`config.mk`:
```
export PLATFORM = sky130hd
export DESIGN_NAME = mux_store_path
export DESIGN_NICKNAME = d
export VERILOG_FILES = /design/src/rtl/msp_pkg.sv /design/src/rtl/strobe_edge.sv /design/src/rtl/hyb_cell.sv /design/src/rtl/lane_select.sv /design/src/rtl/mux_store_path.sv
export SDC_FILE = /design/constraint.sdc
export NUM_CORES = 1
export LEC_CHECK = 0
export BUFFER_PORTS_ARGS = -buffer_cell sky130_fd_sc_hd__buf_2
export CORE_AREA = 2 2 80 82
export CTS_BUF_LIST = sky130_fd_sc_hd__clkbuf_4 sky130_fd_sc_hd__clkbuf_8
export CTS_CLUSTER_DIAMETER = 120
export CTS_CLUSTER_SIZE = 30
export DETAILED_ROUTE_END_ITERATION = 10
export DIE_AREA = 0 0 82 84
export GPL_ROUTABILITY_DRIVEN = 0
export PLACE_DENSITY = 0.72
export SKIP_CTS_REPAIR_TIMING = 1
export SLEW_MARGIN = 20
export SYNTH_ARGS = -nofsm -noshare
export SYNTH_HDL_FRONTEND = slang
export SYNTH_SLANG_ARGS = --single-unit
```
`constraint.sdc`:
```
create_clock -name clk -period 1.87 [get_ports clk]
set_input_delay 0.374 -clock clk [delete_from_list [all_inputs] [get_ports clk]]
set_output_delay 0.374 -clock clk [all_outputs]
set_load 0.01 [all_outputs]
```
`src/rtl/msp_pkg.sv`:
```
package msp_pkg;
  localparam int unsigned DEF_LANES = 4;
  localparam int unsigned DEF_W     = 8;
  typedef enum logic [1:0] {CELL_TRANSP, CELL_LOAD, CELL_HOLD} cell_mode_e;
endpackage

```
`src/rtl/strobe_edge.sv`:
```
module strobe_edge (
  input  logic clk,
  input  logic rst,
  input  logic strobe,
  output logic event_o
);
  logic prev_q;

  always_ff @(posedge clk) begin
    if (rst) prev_q <= 1'b1;
    else     prev_q <= strobe;
  end

  assign event_o = strobe & ~prev_q;


  single_event_chk: assert property (@(posedge clk) disable iff (rst)
    event_o |=> !event_o);
endmodule

```
`src/rtl/hyb_cell.sv`:
```
module hyb_cell
  import msp_pkg::*;
#(
  parameter int unsigned W = DEF_W
) (
  input  logic         clk,
  input  logic         rst,
  input  logic         le,
  input  logic         ce_n,
  input  logic         cap_evt,
  input  logic [W-1:0] d,
  output logic [W-1:0] q
);
  cell_mode_e   mode;
  logic [W-1:0] store_q;

  always_comb begin
    if (le)                  mode = CELL_TRANSP;
    else if (cap_evt && !ce_n) mode = CELL_LOAD;
    else                     mode = CELL_HOLD;
  end

  always_ff @(posedge clk) begin
    if (rst) store_q <= '0;
    else if (mode != CELL_HOLD) store_q <= d;
  end

  assign q = (mode == CELL_TRANSP) ? d : store_q;


  hold_no_load_chk: assert property (@(posedge clk) disable iff (rst)
    (!le && !(cap_evt && !ce_n)) |=> (le || $stable(q)));
endmodule

```
`src/rtl/lane_select.sv`:
```
module lane_select
  import msp_pkg::*;
#(
  parameter int unsigned LANES = DEF_LANES,
  parameter int unsigned W     = DEF_W,
  localparam int unsigned SELW = (LANES > 1) ? $clog2(LANES) : 1
) (
  input  logic [LANES*W-1:0] lanes,
  input  logic [SELW-1:0]    sel,
  output logic [W-1:0]       mid
);
  always_comb begin
    mid = '0;
    for (int i = 0; i < LANES; i++) begin
      if (sel == SELW'(i)) mid = lanes[i*W +: W];
    end
  end
endmodule

```
`src/rtl/mux_store_path.sv`:
```
module mux_store_path
  import msp_pkg::*;
#(
  parameter int unsigned LANES = DEF_LANES,
  parameter int unsigned W     = DEF_W,
  localparam int unsigned SELW = (LANES > 1) ? $clog2(LANES) : 1
) (
  input  logic               clk,
  input  logic               rst,
  input  logic               strobe,
  input  logic [LANES*W-1:0] lane_data,
  input  logic [LANES-1:0]   lane_le,
  input  logic               lane_ce_n,
  input  logic [SELW-1:0]    sel,
  input  logic               out_le,
  input  logic               out_ce_n,
  input  logic               out_oe_n,
  output logic [W-1:0]       dout,
  output logic               dout_en
);
  logic               cap_evt;
  logic [LANES*W-1:0] lane_q;
  logic [W-1:0]       mid;
  logic [W-1:0]       out_q;

  strobe_edge u_edge (
    .clk(clk), .rst(rst), .strobe(strobe), .event_o(cap_evt)
  );

  for (genvar g = 0; g < LANES; g++) begin : g_lane
    hyb_cell #(.W(W)) u_cell (
      .clk(clk), .rst(rst), .le(lane_le[g]), .ce_n(lane_ce_n),
      .cap_evt(cap_evt), .d(lane_data[g*W +: W]), .q(lane_q[g*W +: W])
    );
  end

  lane_select #(.LANES(LANES), .W(W)) u_sel (
    .lanes(lane_q), .sel(sel), .mid(mid)
  );

  hyb_cell #(.W(W)) u_out (
    .clk(clk), .rst(rst), .le(out_le), .ce_n(out_ce_n),
    .cap_evt(cap_evt), .d(mid), .q(out_q)
  );

  assign dout_en = ~out_oe_n;
  assign dout    = out_oe_n ? '0 : out_q;


  out_transp_chk: assert property (@(posedge clk) disable iff (rst)
    (out_le && !out_oe_n) |-> (dout == mid));

  out_capture_chk: assert property (@(posedge clk) disable iff (rst)
    (cap_evt && !out_le && !out_ce_n) |=> (out_le || out_q == $past(mid)));

  out_hold_chk: assert property (@(posedge clk) disable iff (rst)
    (!out_le && out_ce_n) |=> (out_le || $stable(out_q)));

  out_disabled_chk: assert property (@(posedge clk) disable iff (rst)
    out_oe_n |-> (!dout_en && dout == '0));
endmodule

```
==> run summary <==
Crit path capture type: output pin
DIE AREA: 6890 µm²
Final hold slack: 0.294 ns
Dpl ws: -0.0669 ns
Synth Cell Area: 2320 µm²
Detail Route Antenna Nets: 0
CP Data Arrival Time: 1.47 ns
Antenna violations before repair: 0
Worst Hold Class: primary input to flop
Synth unique cells: 28
N_diodes: 0
Status: finished clean
Fraction of layout cells with a size suffix above 1: 0.311
Count of synthesis-stage warnings from yosys: 0
Synth Instances: 257
WL met3: 464 µm
#FFs+latches synth: 41
Setup CP Type: primary input to output pin
Cells on worst reg2reg path: 4
Slew @ Worst Pin: 0.398 ns
Post-synthesis compound-gate area fraction: 0.251
Max clock buf depth: 2
# H-tree levels: 2
Setup ws final: 0.0266 ns
Worst skew pair latency: 0.29 ns
Final nets: 350
Grt ovf: 0
Hold Startpoint: strobe
Pin count of the biggest net entering global routing: 33
Post-Synth Adder-Cell Area: 0
Crit start category: primary input
Met1 Wirelength: 2620 µm
Non-Filler Instances: 382
CTS tree: done
Setup violations, final: 0
Final count of pins violating max slew: 0
Final period util: 0.986
Most common cell after layout, fill and taps aside: buf_2
Num CTS Buffers: 5
CP max stage delay: 0.35 ns
# IOs: 54
Setup TNS: 0 ns
Mapped Nets: 302
Overall power: 1.96 mW
Post-synth ARST share: 0
Post-synth EDFFs: 0
Max VDD drop: 0.000315 V
Max Fanout on Critical Path: 15
Vias in the first global route: 1,941
DP Wirelength: 4250 µm
Reg clk slew, reported paths: 0.08 ns
Power share of the sequential group: 0.486
Drt drc: 0
Hold EP: u_edge.prev_q$_SDFF_PP1_
Post-synthesis sequential area ratio: 0.354
Vias: 2,117
Die height: 84 µm
Post-Synth Simple-Gate Area: 0.115
Synth Area in XOR/XNOR: 0
Vias per Instance: 5.54
CTS sink cnt: 41
Met2 wire len: 2760 µm
Post-synthesis mux area share: 0.160
Fmax: 542 MHz
Rel. slew slack: 0.735
Largest family of logic cells by synthesized area: compound AO/OA/AOI/OAI gates
Area grow syn2layout: 17.3%
Clock group share of total power: 0.310
Main flop type after synthesis: dfxtp_1
Core outline area: 6100 µm²
Psw: 0.543 mW
Worst path slowest cell: o31ai_1
First-pass GRT wire length: 9270 µm
Most frequent cells in the layout: buf_2 (49), dfxtp_1 (41), nand3_1 (32), a21oi_1 (32)
Final min period: 1.84 ns
Max-cap violations: 0
Top routing layer used: met4
Layout fillers: 613
Initial core utilization: 0.380
Root buf cell: clkbuf_8
Clock Skews: 0.00289 ns
Final Hold Viols: 0
R2r endpoint: g_lane[1].u_cell.store_q[2]$_SDFFE_PP0P_
Dpl cells: 375
Switch share: 0.276
Wirelength, routed: 5960 µm
IO buf count: 53
Iteration-0 DRC Markers: 167
Combinational Power Share: 0.203
Avg Cell Area, Syn: 9.02 µm²
Die X: 82 µm
Leak: 1.10 nW
Cell area power density: 722 nW/µm²
Reg-to-reg slack, setup: 0.61 ns
GRT Overall Usage: 0.176
Crit-path cells: clkbuf_4, mux2_1, o22ai_2, o31ai_1, buf_2
Int Power: 1.42 mW
DR pass1 iterations: 4
Worst Path Required: 1.50 ns
Row count: 29
R2R Path Start: u_edge.prev_q$_SDFF_PP1_
Routed WL per cell: 15.6 µm
Hold path cells: 2
-- how the worst max path moves through the flow --
stage,start,end,slack (ns),depth (start not counted)
after floorplan,lane_le[3],dout[7],0.24,5
after global placement,lane_le[1],dout[0],-0.04,5
after detailed placement,lane_le[1],dout[0],-0.07,5
after CTS,lane_le[1],dout[0],-0.07,5
after global routing,lane_le[3],dout[6],-0.004,5
final,lane_le[2],dout[2],0.03,5
-- sequential cells by signal (all words and copies together) (netlist names) --
name                   flops
u_out.store_q              8
u_edge.prev_q              1
g_lane.u_cell.store_q     32
-- worst max-delay path, delay by kind of cell --
| kind | cells | cell delay, ns |
|---|---|---|
| AOI/OAI and AO/OA | 2 | 0.44 |
| buffers and inverters | 2 | 0.39 |
| muxes | 1 | 0.26 |
-- power by group through the flow --
stage	Sequential (mW)	Combinational [mW]	Clock, mW
6_report	0.955	0.399	0.610
5_1_grt	0.961	0.438	0.653
4_1_cts	0.955	0.370	0.620
3_5_place_dp	0.975	0.369	0
3_3_place_gp	0.972	0.363	0
2_1_floorplan	0.969	0.265	0
-- stage by stage --
step                utilization  cell area (µm²)
finish                    0.446             2720
global route              0.446             2720
CTS                       0.430             2620
detailed placement        0.416             2530
global placement          0.416             2530
floorplan                     -             2320
-- synthesized netlist by cell type (3+ instances only) --
| master | number | area [µm²] |
|---|---|---|
| inv_1 | 13 | 48.8 |
| mux2_1 | 29 | 327 |
| nand2_1 | 10 | 37.5 |
| buf_6 | 12 | 135 |
| a21oi_1 | 32 | 160 |
| mux2_4 | 3 | 45.0 |
| clkbuf_1 | 3 | 11.3 |
| nand3_1 | 32 | 160 |
| o22ai_1 | 14 | 87.6 |
| o32ai_1 | 7 | 61.3 |
| buf_2 | 4 | 20.0 |
| o21ai_0 | 29 | 145 |
| dfxtp_1 | 41 | 821 |
| o31ai_1 | 8 | 60.1 |
| o21ai_1 | 3 | 15.0 |
-- kinds of logic after synthesis --
| family | Yosys count |
|---|---|
| AOI/OAI and AO/OA | 97 |
| and+or+nand+nor | 51 |
| DFF | 41 |
| buffers and inverters | 36 |
| muxes | 32 |
-- area by class of cell --
type                            instances  area [µm²]  area share
Clock buffer                            7        90.1      0.0331
Timing Repair Buffer                   64         358       0.132
Sequential cell                        41         821       0.302
Tap cell                               77        96.3      0.0354
Inverter                               13        48.8      0.0179
Multi-Input combinational cell        180        1310       0.480
-- metal layers --
layer,GRT usage,vias up
met2,0.263,73
met1,0.247,994
met4,0.0697,0
li1,-,1040
met3,0.0335,10
met5,0,-
Note: power is estimated with default switching activity, not from simulation.
